### src/rtl/tape_prog_ctrl.sv
module tape_prog_ctrl (
  input  logic       clk,
  input  logic       rst_n,
  input  logic       start,
  input  logic       mode,
  input  logic [1:0] up_sym,
  input  logic [1:0] lo_sym,
  output logic [1:0] up_wr,
  output logic [1:0] lo_wr,
  output logic       move_right,
  output logic       halt
);

  typedef enum logic [2:0] {
    IDLE, INC_CARRY, INC_RET, ADD_NC, ADD_C, HALTED
  } st_t;

  st_t st, nxt;

  logic up_frame, lo_frame, ub, lb;
  assign up_frame = up_sym[1];
  assign lo_frame = lo_sym[1];
  assign ub       = up_sym[0];
  assign lb       = lo_sym[0];

  assign up_wr = up_sym;

  always_comb begin
    nxt        = st;
    lo_wr      = lo_sym;
    move_right = 1'b0;
    halt       = 1'b0;
    case (st)
      INC_CARRY: begin
        if (lo_frame) begin
          move_right = 1'b1;
          nxt        = INC_RET;
        end else if (lb) begin
          lo_wr = 2'b00;
        end else begin
          lo_wr      = 2'b01;
          move_right = 1'b1;
          nxt        = INC_RET;
        end
      end
      INC_RET: begin
        if (lo_frame) begin
          halt = 1'b1;
          nxt  = HALTED;
        end else begin
          move_right = 1'b1;
        end
      end
      ADD_NC: begin
        if (up_frame) begin
          halt       = 1'b1;
          move_right = 1'b1;
          nxt        = HALTED;
        end else begin
          lo_wr = {1'b0, ub ^ lb};
          if (ub && lb) nxt = ADD_C;
        end
      end
      ADD_C: begin
        if (up_frame) begin
          halt       = 1'b1;
          move_right = 1'b1;
          nxt        = HALTED;
        end else if (!ub) begin
          lo_wr = {1'b0, ~lb};
          if (!lb) nxt = ADD_NC;
        end
      end
      HALTED: halt = 1'b1;
      default: ;
    endcase
    if (start) nxt = mode ? ADD_NC : INC_CARRY;
  end

  always_ff @(posedge clk or negedge rst_n)
    if (!rst_n) st <= IDLE;
    else        st <= nxt;

  a_r10_halt_held: assert property (@(posedge clk) disable iff (!rst_n)
    (halt && !start) |=> halt);

  a_r10_start_leaves_halt: assert property (@(posedge clk) disable iff (!rst_n)
    start |=> (st != HALTED && st != IDLE));

  a_r3_one_keeps_state: assert property (@(posedge clk) disable iff (!rst_n)
    (st == INC_CARRY && lo_sym == 2'b01 && !start) |=> st == INC_CARRY);

  a_r5_return_digit_right: assert property (@(posedge clk) disable iff (!rst_n)
    (st == INC_RET && !lo_frame) |-> (move_right && !halt && lo_wr == lo_sym));

  a_r6_add_digit_left: assert property (@(posedge clk) disable iff (!rst_n)
    ((st == ADD_NC || st == ADD_C) && !up_frame) |-> (!move_right && !halt));

  a_r2_program_kept: assert property (@(posedge clk) disable iff (!rst_n)
    (!start && (st == ADD_NC || st == ADD_C)) |=> (st == ADD_NC || st == ADD_C || st == HALTED));

endmodule

### config.mk
export PLATFORM = sky130hd
export DESIGN_NAME = tape_prog_ctrl
export DESIGN_NICKNAME = d
export VERILOG_FILES = /design/src/rtl/tape_prog_ctrl.sv
export SDC_FILE = /design/constraint.sdc
export NUM_CORES = 1
export LEC_CHECK = 0
export BUFFER_PORTS_ARGS = -buffer_cell sky130_fd_sc_hd__buf_2
export CAP_MARGIN = 5
export CELL_PAD_IN_SITES_DETAIL_PLACEMENT = 1
export CELL_PAD_IN_SITES_GLOBAL_PLACEMENT = 1
export CORE_AREA = 2 2 39 41
export CTS_BUF_LIST = sky130_fd_sc_hd__clkbuf_4 sky130_fd_sc_hd__clkbuf_8 sky130_fd_sc_hd__clkbuf_16
export DETAILED_ROUTE_END_ITERATION = 6
export DIE_AREA = 0 0 41 43
export HOLD_SLACK_MARGIN = 0.1
export PLACE_DENSITY = 0.77
export SETUP_SLACK_MARGIN = 0.2
export SLEW_MARGIN = 20
export SYNTH_ARGS = -nofsm -noshare
export SYNTH_HDL_FRONTEND = slang
export SYNTH_SLANG_ARGS = --single-unit
### constraint.sdc
create_clock -name clk -period 1.5 [get_ports clk]
set_input_delay 0.15 -clock clk [delete_from_list [all_inputs] [get_ports clk]]
set_output_delay 0.15 -clock clk [all_outputs]
set_load 0.005 [all_outputs]
==> qor.yml, run 1 <==
pwr:
  peakVddDrop_uv: 644.8
  clockPowerShare: 0.143
  pwr-share-seq: 0.192
  powerDensity_nw_per_um2: 1814
  internal_power_uw: 651.7
  combinationalPowerShare: 0.665
  power.switching_uw: 485.6
  leakagePower_nw: 0.2778
  switching_share: 0.4270
setup_path:
  cp.required_ns: 1.35
  path_class: "reg -> out"
  rr_worst_depth: 6
  end_kind: "primary output"
  crit_arrival_ns: 1.44
  setup.worst_path.start_class: "flop"
  crit_fanout: 6
global_routing:
  grt_first_pass_wirelength_um: 2228
  grtUsageMet2: 0.3188
  grt_use_total: 0.1930
  busiest_layer: "met2"
  grt_antenna_before_repair: 0
  met1_usage: 0.2226
  grt_max_degree: 12
  grt_pass1_vias: 492
  use_met3: 0.01571
  grt_overflow: 0
logic_synthesis:
  netlist_area_um2: 416.7
  synth_area_leaders: "dfrtp_1 (18%), a21oi_1 (7.2%), o21ai_0 (7.2%), ha_1 (6.0%), buf_4 (5.4%)"
  ys_ff_latch: 3
  yosysTopAreaCellShare: 0.1802
  synth-main-ff-cell: "dfrtp_1"
  synth_edf_count: 0
  synth.distinct_cells: 31
  synth-seq-area-share: 0.1802
  syn-num-nets: 62
  synth_top_area_cell: "dfrtp_1"
  synth_warnings: 0
  netlist_top_cells_count: "a21oi_1 (6), o21ai_0 (6), buf_4 (3), dfrtp_1 (3), inv_1 (3)"
  synth_cells: 52
  async_flop_share: 1.000
  syn_avg_cell_area_um2: 8.013
drt:
  avgViaCountPerCell: 5.396
  drtIter0Drc: 7
  dr.pass1.iters: 4
  drc_errors: 0
  drt_wl_total_um: 1402
  wl_per_cell_um: 15.41
  antenna_left: 0
  num_vias: 491
status:
  violations: "setup timing"
  status: "finished with violations"
layout:
  top_register: "st"
  fillCellCount: 179
  multi_input_area_um2: 332.8
  syn_to_final_growth_pct: 50.45
  layout-drive-gt1-share: 0.5600
  final_nets: 86
  top_regs: "st: 3 flops"
  final_area_um2: 626.9
  largest_register_ffs: 3
  n_antenna_cell: 0
  seqCellArea_um2: 78.83
  finalNonFillerCells: 91
timing:
  tightest_slew_ns: 0.2730
  finalHoldViolCount: 0
  grt_setup_unrepaired: "true"
  finalSetupViolations: 4
  min_period_ns: 1.591
  fin_crit_sh: 1.061
  max_freq_ghz: 0.6285
  fin_skew_ns: 0.006447
  drv_slew: 0
  setup_ws_ns: -0.09112
  relSlewSlack: 0.8165
place:
  dp.cells: 83
  gp_congestion: 0.7630
  port_buffers: 13
  placed_area_um2: 529.3
cts:
  path_clk_slew_ns: 0.04
  cts_tree: "yes"
  cts_max_path_buffers: 2
  cts_htree_levels: 1
  root_buffer: "clkbuf_4"
  cts_sinks: 3
  clk_latency_ns: 0.24
  cts-buffers-inserted: 3
die:
  row_count: 14
  die_w_um: 41
  die_h_um: 43
  pin_count: 14
  initial_core_util: 0.3011
  die_area_um2: 1763
  core_um2: 1384
run:
  drv_cap: 0
hold_path:
  hold_depth: 2
  hold_path.class: "in -> reg"
==> area by class of cell <==
cell class | count | share of cell area
Inverter | 3 | 0.01796
Clock buffer | 4 | 0.04790
Tap cell | 16 | 0.03194
Timing Repair Buffer | 24 | 0.2455
Multi-Input combinational cell | 41 | 0.5309
Sequential cell | 3 | 0.1257
==> layer usage <==
| metal | vias to the layer above | part of all wire |
|---|---|---|
| met5 | - | 0 |
| met4 | 0 | 0 |
| met3 | 0 | 0.021 |
| met2 | 8 | 0.56 |
| met1 | 242 | 0.42 |
| li1 | 241 | - |
==> power by group through the flow <==
stage	registers (mW)	clock network (mW)	logic (mW)
after floorplan	0.167	0	0.433
after global placement	0.196	0	0.612
after detailed placement	0.199	0	0.632
after CTS	0.208	0.171	0.708
after global routing	0.223	0.183	0.829
final	0.219	0.163	0.756
==> layout by cell type, fill, tap and decap left out, drive strengths merged, types with 2 or more instances in the layout <==
| cell type | synthesis | final |
|---|---|---|
| nor2 | 2 | 2 |
| a21oi | 6 | 6 |
| buf | 4 | 23 |
| clkbuf | 1 | 4 |
| nor3b | 2 | 2 |
| o21ai | 6 | 6 |
| inv | 3 | 3 |
| nand2 | 3 | 3 |
| ha | 2 | 2 |
| nand3 | 2 | 2 |
| dfrtp | 3 | 3 |
| nand4bb | 2 | 2 |
==> kinds of logic (layout without fill, tap and decap cells) <==
family,count (synthesis),count (layout),synth area share
DFF,3,3,0.1802
buffers and inverters,8,31,0.1021
muxes,1,1,0.02402
adders and majority gates,2,2,0.06005
AOI/OAI and AO/OA,20,20,0.3124
and+or+nand+nor,18,18,0.3214
==> worst paths after layout <==
check	from	to	slack [ns]
max	st[0]	lo_wr[1]	-0.09
min	start	st[2]	0.16
max reg2reg	st[0]	st[1]	-0.09
min reg2reg	st[2]	st[0]	0.65
max in group asynchronous	rst_n	st[2]	1.12
min in group asynchronous	rst_n	st[0]	0.24
==> critical path, cell delays in order (launching register included) <==
cell	delay, ns
dfrtp_2	0.46
buf_6	0.15
and2b_2	0.21
a22oi_2	0.15
o21a_1	0.12
buf_2	0.10
==> repair_timing <==
item                       4_1_cts  5_1_grt
pin swaps                        4        2
hold buffers                     1        0
setup endpoints to repair        6        7
setup buffers                    3        0
hold endpoints to repair         3        0
resized for setup                6        8
gates cloned                     0        0
==> per-stage QoR <==
step / utilization / worst slack [ns] / hold slack [ns] / TNS (ns) / total power [mW]
floorplan: - / 0.1723 / -0.1456 / 0 / 0.6002
global route: 0.4530 / -0.1538 / 0.1586 / -0.6691 / 1.235
CTS: 0.4385 / -0.08398 / 0.1552 / -0.2849 / 1.086
detailed placement: 0.3825 / -0.005043 / -0.04311 / -0.005043 / 0.8306
global placement: 0.3825 / 0.06772 / -0.04787 / 0 / 0.8082
finish: 0.4530 / -0.09112 / 0.1576 / -0.2493 / 1.137
No activity file was read; power rests on OpenSTA's default activity.
==> run 2: changes to the inputs <==
==> constraint.sdc (replaced) <==
create_clock -name clk -period 2 [get_ports clk]
set_input_delay 0.2 -clock clk [delete_from_list [all_inputs] [get_ports clk]]
set_output_delay 0.2 -clock clk [all_outputs]
set_load 0.005 [all_outputs]
==> run 2 against run 1 <==
The flow now finishes without violations. Final cell count decreased by 11%. Clock-buffer cell count is the same. Die area is the same. Highest routed layer unchanged. Sequential share of layout area rose by 2.5 points. Final area fell by 18%. Clock skew decreased by 0.0041 ns. Hold slack improved by 0.056 ns. Routed wire length fell by 24%.
==> qor.yml, run 2 (same netlist as run 1, synthesis figures left out) <==
place:
  place_ws_ns: 0.3701  # +0.3751 ns
  dpl.hpwl_um: 791.3
  port_buffers: 13  # unchanged
  gp_congestion: 0.7327  # -4.0%
  dp.cells: 76  # -8.4%
cts:
  cts_tree: "yes"
  root_buffer: "clkbuf_4"
  clk_latency_ns: 0.23  # about the same
  cts_sinks: 3  # unchanged
  cts_max_path_buffers: 2  # unchanged
  path_clk_slew_ns: 0.04  # about the same
  post-cts-setup-buffers: 0  # -3
  cts-buffers-inserted: 3  # unchanged
  cts_htree_levels: 1  # unchanged
layout:
  finalNonFillerCells: 81  # -11%
  top_register: "st"
  top_regs: "st: 3 flops"
  seqCellArea_um2: 77.57  # -1.6%
  largest_register_ffs: 3  # unchanged
  layout_commonest_cell: "buf_2"
  fillCellCount: 180  # +0.56%
  syn_to_final_growth_pct: 23.12
  layout-drive-gt1-share: 0.3692  # -0.1908
  final_cell_mix: "buf_2 (13), o21ai_0 (6), a21oi_1 (6), clkbuf_4 (4), inv_1 (3)"
  n_antenna_cell: 0  # unchanged
  multi_input_area_um2: 299.0  # -10%
  final_nets: 76  # -12%
  utilization: 0.3707  # -0.08228
run:
  drv_cap: 0  # unchanged
pwr:
  leakagePower_nw: 0.2220  # -20%
  finalPower_uw: 658.6  # -42%
  peakVddDrop_uv: 447.7  # -31%
  powerDensity_nw_per_um2: 1284  # -29%
hold_path:
  hold_path.class: "in -> reg"
  hp-start: "mode"
timing:
  relSlewSlack: 0.8313  # +0.01480
  fin_skew_ns: 0.002328  # -0.004119 ns
  min_period_ns: 1.713
  setup_ws_ns: 0.2870  # +0.3782 ns
  tns_ns: 0  # +0.2493 ns
  fin_crit_sh: 0.8565
  tightest_slew_ns: 0.2515  # -0.02145 ns
  finalHoldViolCount: 0  # unchanged
  finalSetupViolations: 0  # -4
  grt_setup_unrepaired: "true"
  drv_slew: 0  # unchanged
  max_freq_ghz: 0.5838
setup_path:
  r2r_setup_slack_ns: 0.40  # +0.49 ns
  crit_fanout: 8  # +2
  crit_path_end: "lo_wr[0]"
  crit-reg2reg-launch: "st[1]"
  crit_arrival_ns: 1.51  # +0.07 ns
  end_kind: "primary output"
  r2r_end: "st[2]"
  crit_start: "st[2]"
  path_class: "reg -> out"
  setup.worst_path.start_class: "flop"
  cp.required_ns: 1.80  # +0.45 ns
  rr_worst_depth: 4  # -2
global_routing:
  grt_antenna_before_repair: 0  # unchanged
  grt_first_pass_wirelength_um: 1773  # -20%
  grt_overflow: 0  # unchanged
  grt_max_degree: 15  # +3
  grt_pass1_vias: 421  # -14%
  grt_use_total: 0.1449  # -0.04810
drt:
  avgViaCountPerCell: 5.346  # -0.93%
  num_vias: 433  # -12%
  antenna_left: 0  # unchanged
  dr.pass1.iters: 4  # unchanged
  drc_errors: 0  # unchanged
  drt_wl_total_um: 1066  # -24%
  wl_per_cell_um: 13.16  # -15%
  drtIter0Drc: 1  # -6
status:
  status: "complete, no violations"
die:
  die_area_um2: 1763  # unchanged
  core_um2: 1384  # unchanged
  row_count: 14  # unchanged
  pin_count: 14  # unchanged
  initial_core_util: 0.3011  # unchanged
  die_h_um: 43  # unchanged
  die_w_um: 41  # unchanged
run 2: how the worst min path moves through the flow:
| stage | to | slack (ns) | cells past startpoint |
|---|---|---|---|
| 2_1_floorplan | st[0] | -0.1 | 0 |
| 3_3_place_gp | st[1] | -0.002 | 1 |
| 3_5_place_dp | st[1] | -0.0007 | 1 |
| 4_1_cts | st[1] | 0.21 | 3 |
| 5_1_grt | st[1] | 0.21 | 3 |
| 6_report | st[1] | 0.21 | 3 |
run 2: where the power goes:
part / internal (mW) / total [mW] / switching, mW
clock: 0.0882 / 0.119 / 0.0307
sequential: 0.0916 / 0.185 / 0.0933
combinational: 0.183 / 0.355 / 0.171
total: 0.363 / 0.659 / 0.295
run 2: what timing repair did:
action                                 CTS  global route
setup endpoints to repair                0             4
endpoints found under the hold margin    3             0
hold buffers                             1             0
gates resized for setup                  0             2
run 2: layout make-up:
| type | instances | share of cell area |
|---|---|---|
| multi-input cells | 41 | 0.5829 |
| repair buffers | 14 | 0.1463 |
| well taps | 16 | 0.03902 |
| inverters | 3 | 0.02195 |
| flip-flops and latches | 3 | 0.1512 |
| clock buffers | 4 | 0.05854 |
run 2: metrics by stage:
stage,hold WS (ns),area [µm²]
after CTS,0.2097,510.5
after global routing,0.2145,513.0
after floorplan,-0.09559,416.7
after detailed placement,-0.0006762,470.5
after global placement,-0.002332,470.5
final,0.2132,513.0
run 2: routing by layer:
layer | vias to the layer above | GRT usage | share of wire
met2 | 12 | 0.2156 | 0.45
li1 | 217 | - | -
met3 | 0 | 0.04712 | 0.053
met4 | 0 | 0.04000 | 0
met5 | - | 0 | 0
met1 | 204 | 0.1942 | 0.49
run 2: worst max-delay path, stage by stage (launching register included):
cell     delay, ns
dfrtp_1       0.44
inv_1         0.13
or3_1         0.35
a21oi_1       0.14
o22ai_1       0.08
buf_2         0.13
==> run 3: changes to the inputs <==
==> constraint.sdc (replaced) <==
create_clock -name clk -period 2.1 [get_ports clk]
set_input_delay 0.21 -clock clk [delete_from_list [all_inputs] [get_ports clk]]
set_output_delay 0.21 -clock clk [all_outputs]
set_load 0.005 [all_outputs]
==> run 3 against run 2 <==
Total power fell by 5.5%. Flip-flop and latch count did not move. Non-clock buffer count did not move. Worst setup slack improved by 0.037 ns. Critical path depth fell by 1. Die area did not move. Routed wire length did not move. Sequential share of layout area fell by 0.42 points. Clock skew barely moved. Critical endpoint unchanged. Largest power group unchanged. Highest routed layer unchanged.
==> qor.yml, run 3 (same netlist as run 1, synthesis figures left out) <==
setup_path:
  end_kind: "primary output"
  setup.worst_path.start_class: "flop"
  crit_buf_inv: 1  # -1
  critPathSlowestCell: "dfrtp_1"
  path_class: "reg -> out"
  max_stage_delay_ns: 0.53  # +0.09 ns
  crit_arrival_ns: 1.57  # +0.06 ns
  crit_chain: "or3_1 > a21oi_1 > o22ai_1 > buf_2"
  crit_fanout: 14  # +6
  critPathTopFamily: "flip-flops"
  cp.required_ns: 1.89  # +0.09 ns
layout:
  top_register: "st"
  multi_input_area_um2: 299.0  # unchanged
  final_nets: 76  # unchanged
  layout-drive-gt1-share: 0.3385  # -0.03077
  layout_commonest_cell: "buf_2"
  fillCellCount: 182  # +1.1%
  largest_register_ffs: 3  # unchanged
  final_cell_mix: "buf_2 (13), o21ai_0 (6), a21oi_1 (6), clkbuf_4 (4)"
  syn_to_final_growth_pct: 22.52
  top_regs: "st: 3 flops"
  n_antenna_cell: 0  # unchanged
  seqCellArea_um2: 75.07  # -3.2%
timing:
  tightest_slew_ns: 0.4543  # +0.2028 ns
  grt_setup_unrepaired: "false"
  drv_slew: 0  # unchanged
  max_freq_ghz: 0.5631
  relSlewSlack: 0.6971  # -0.1342
  min_period_ns: 1.776
  finalHoldViolCount: 0  # unchanged
  tns_ns: 0  # unchanged
  holdWs_ns: 0.2233  # +0.01014 ns
  fin_skew_ns: 0.002327  # -0.0000007700 ns
  finalSetupViolations: 0  # unchanged
  fin_crit_sh: 0.8457
global_routing:
  grt_use_total: 0.1449  # unchanged
  grt_overflow: 0  # unchanged
  grt_max_degree: 15  # unchanged
  use_met3: 0.04712  # unchanged
  grtUsageMet2: 0.2156  # unchanged
  busiest_layer: "met2"
  grt_first_pass_wirelength_um: 1773  # unchanged
  grt_antenna_before_repair: 0  # unchanged
  met1_usage: 0.1942  # unchanged
  grt_pass1_vias: 421  # unchanged
hold_path:
  hold_path.class: "in -> reg"
cts:
  cts_max_path_buffers: 2  # unchanged
  root_buffer: "clkbuf_4"
  path_clk_slew_ns: 0.04  # about the same
  post_cts_resized: 0  # unchanged
  clk_latency_ns: 0.23  # about the same
  cts_tree: "yes"
  cts-buffers-inserted: 3  # unchanged
  cts_htree_levels: 1  # unchanged
  cts_sinks: 3  # unchanged
drt:
  dr.pass1.iters: 4  # unchanged
  drc_errors: 0  # unchanged
  drtIter0Drc: 1  # unchanged
  drt_wl_total_um: 1066  # unchanged
  avgViaCountPerCell: 5.346  # unchanged
  antenna_left: 0  # unchanged
  wl_per_cell_um: 13.16  # unchanged
  num_vias: 433  # unchanged
die:
  row_count: 14  # unchanged
  die_h_um: 43  # unchanged
  die_area_um2: 1763  # unchanged
  core_um2: 1384  # unchanged
  die_w_um: 41  # unchanged
  initial_core_util: 0.3011  # unchanged
  pin_count: 14  # unchanged
place:
  port_buffers: 13  # unchanged
  gp_congestion: 0.7327  # unchanged
  dpl.hpwl_um: 791.3  # unchanged
pwr:
  powerDensity_nw_per_um2: 1220  # -5.0%
  finalPower_uw: 622.7  # -5.5%
  leakagePower_nw: 0.2237  # +0.80%
  peakVddDrop_uv: 419.5  # -6.3%
run:
  drv_cap: 0  # unchanged
status:
  status: "complete, no violations"
[run 3: cell count changes in the layout (fill, tap and decap cells not counted)]
cell	before	now
dfrtp_2	2	0
dfrtp_1	1	3
[run 3: report_power, final]
group,switching (mW),internal (mW),total [mW]
clock network,0.0293,0.0840,0.113
logic,0.163,0.175,0.338
registers,0.0889,0.0828,0.172
total,0.281,0.341,0.623
[run 3: final timing paths]
kind                       startpoint       end  slack, ns  depth (start not counted)
max                             st[0]  lo_wr[0]       0.32                          4
min                              mode     st[1]       0.22                          3
max reg2reg                     st[1]     st[2]       0.43                          4
min reg2reg                     st[2]     st[0]       0.68                          2
max in group asynchronous       rst_n     st[2]       1.67                          2
min in group asynchronous       rst_n     st[1]       0.32                          2
[run 3: through the flow]
step / std cells / cell area [µm²] / util / setup WS, ns
after global routing: 81 / 510.5 / 0.3689 / 0.2043
after CTS: 81 / 510.5 / 0.3689 / 0.3211
after global placement: 76 / 470.5 / 0.3400 / 0.4246
after floorplan: 52 / 416.7 / - / 0.6900
final: 81 / 510.5 / 0.3689 / 0.3241
after detailed placement: 76 / 470.5 / 0.3400 / 0.4701
[run 3: layout make-up]
class | instances | share of cell area
clock buffers | 4 | 0.05882
inverters | 3 | 0.02206
multi-input cells | 41 | 0.5858
flip-flops and latches | 3 | 0.1471
well taps | 16 | 0.03922
repair buffers | 14 | 0.1471
[run 3: what timing repair did]
action                    CTS  global route
buffers inserted            0             0
hold buffers                1             0
hold endpoints to repair    3             0
[run 3: routing by layer]
metal	up-vias	wire length (µm)	part of all wire
li1	217	-	-
met1	204	526	0.49
met2	12	482	0.45
met3	0	57	0.053
met4	0	0	0
met5	-	0	0
[run 3: worst min-delay path, delay by kind of cell]
kind	cells	cell delay, ns
buf+inv	1	0.07
compound gates	2	0.13
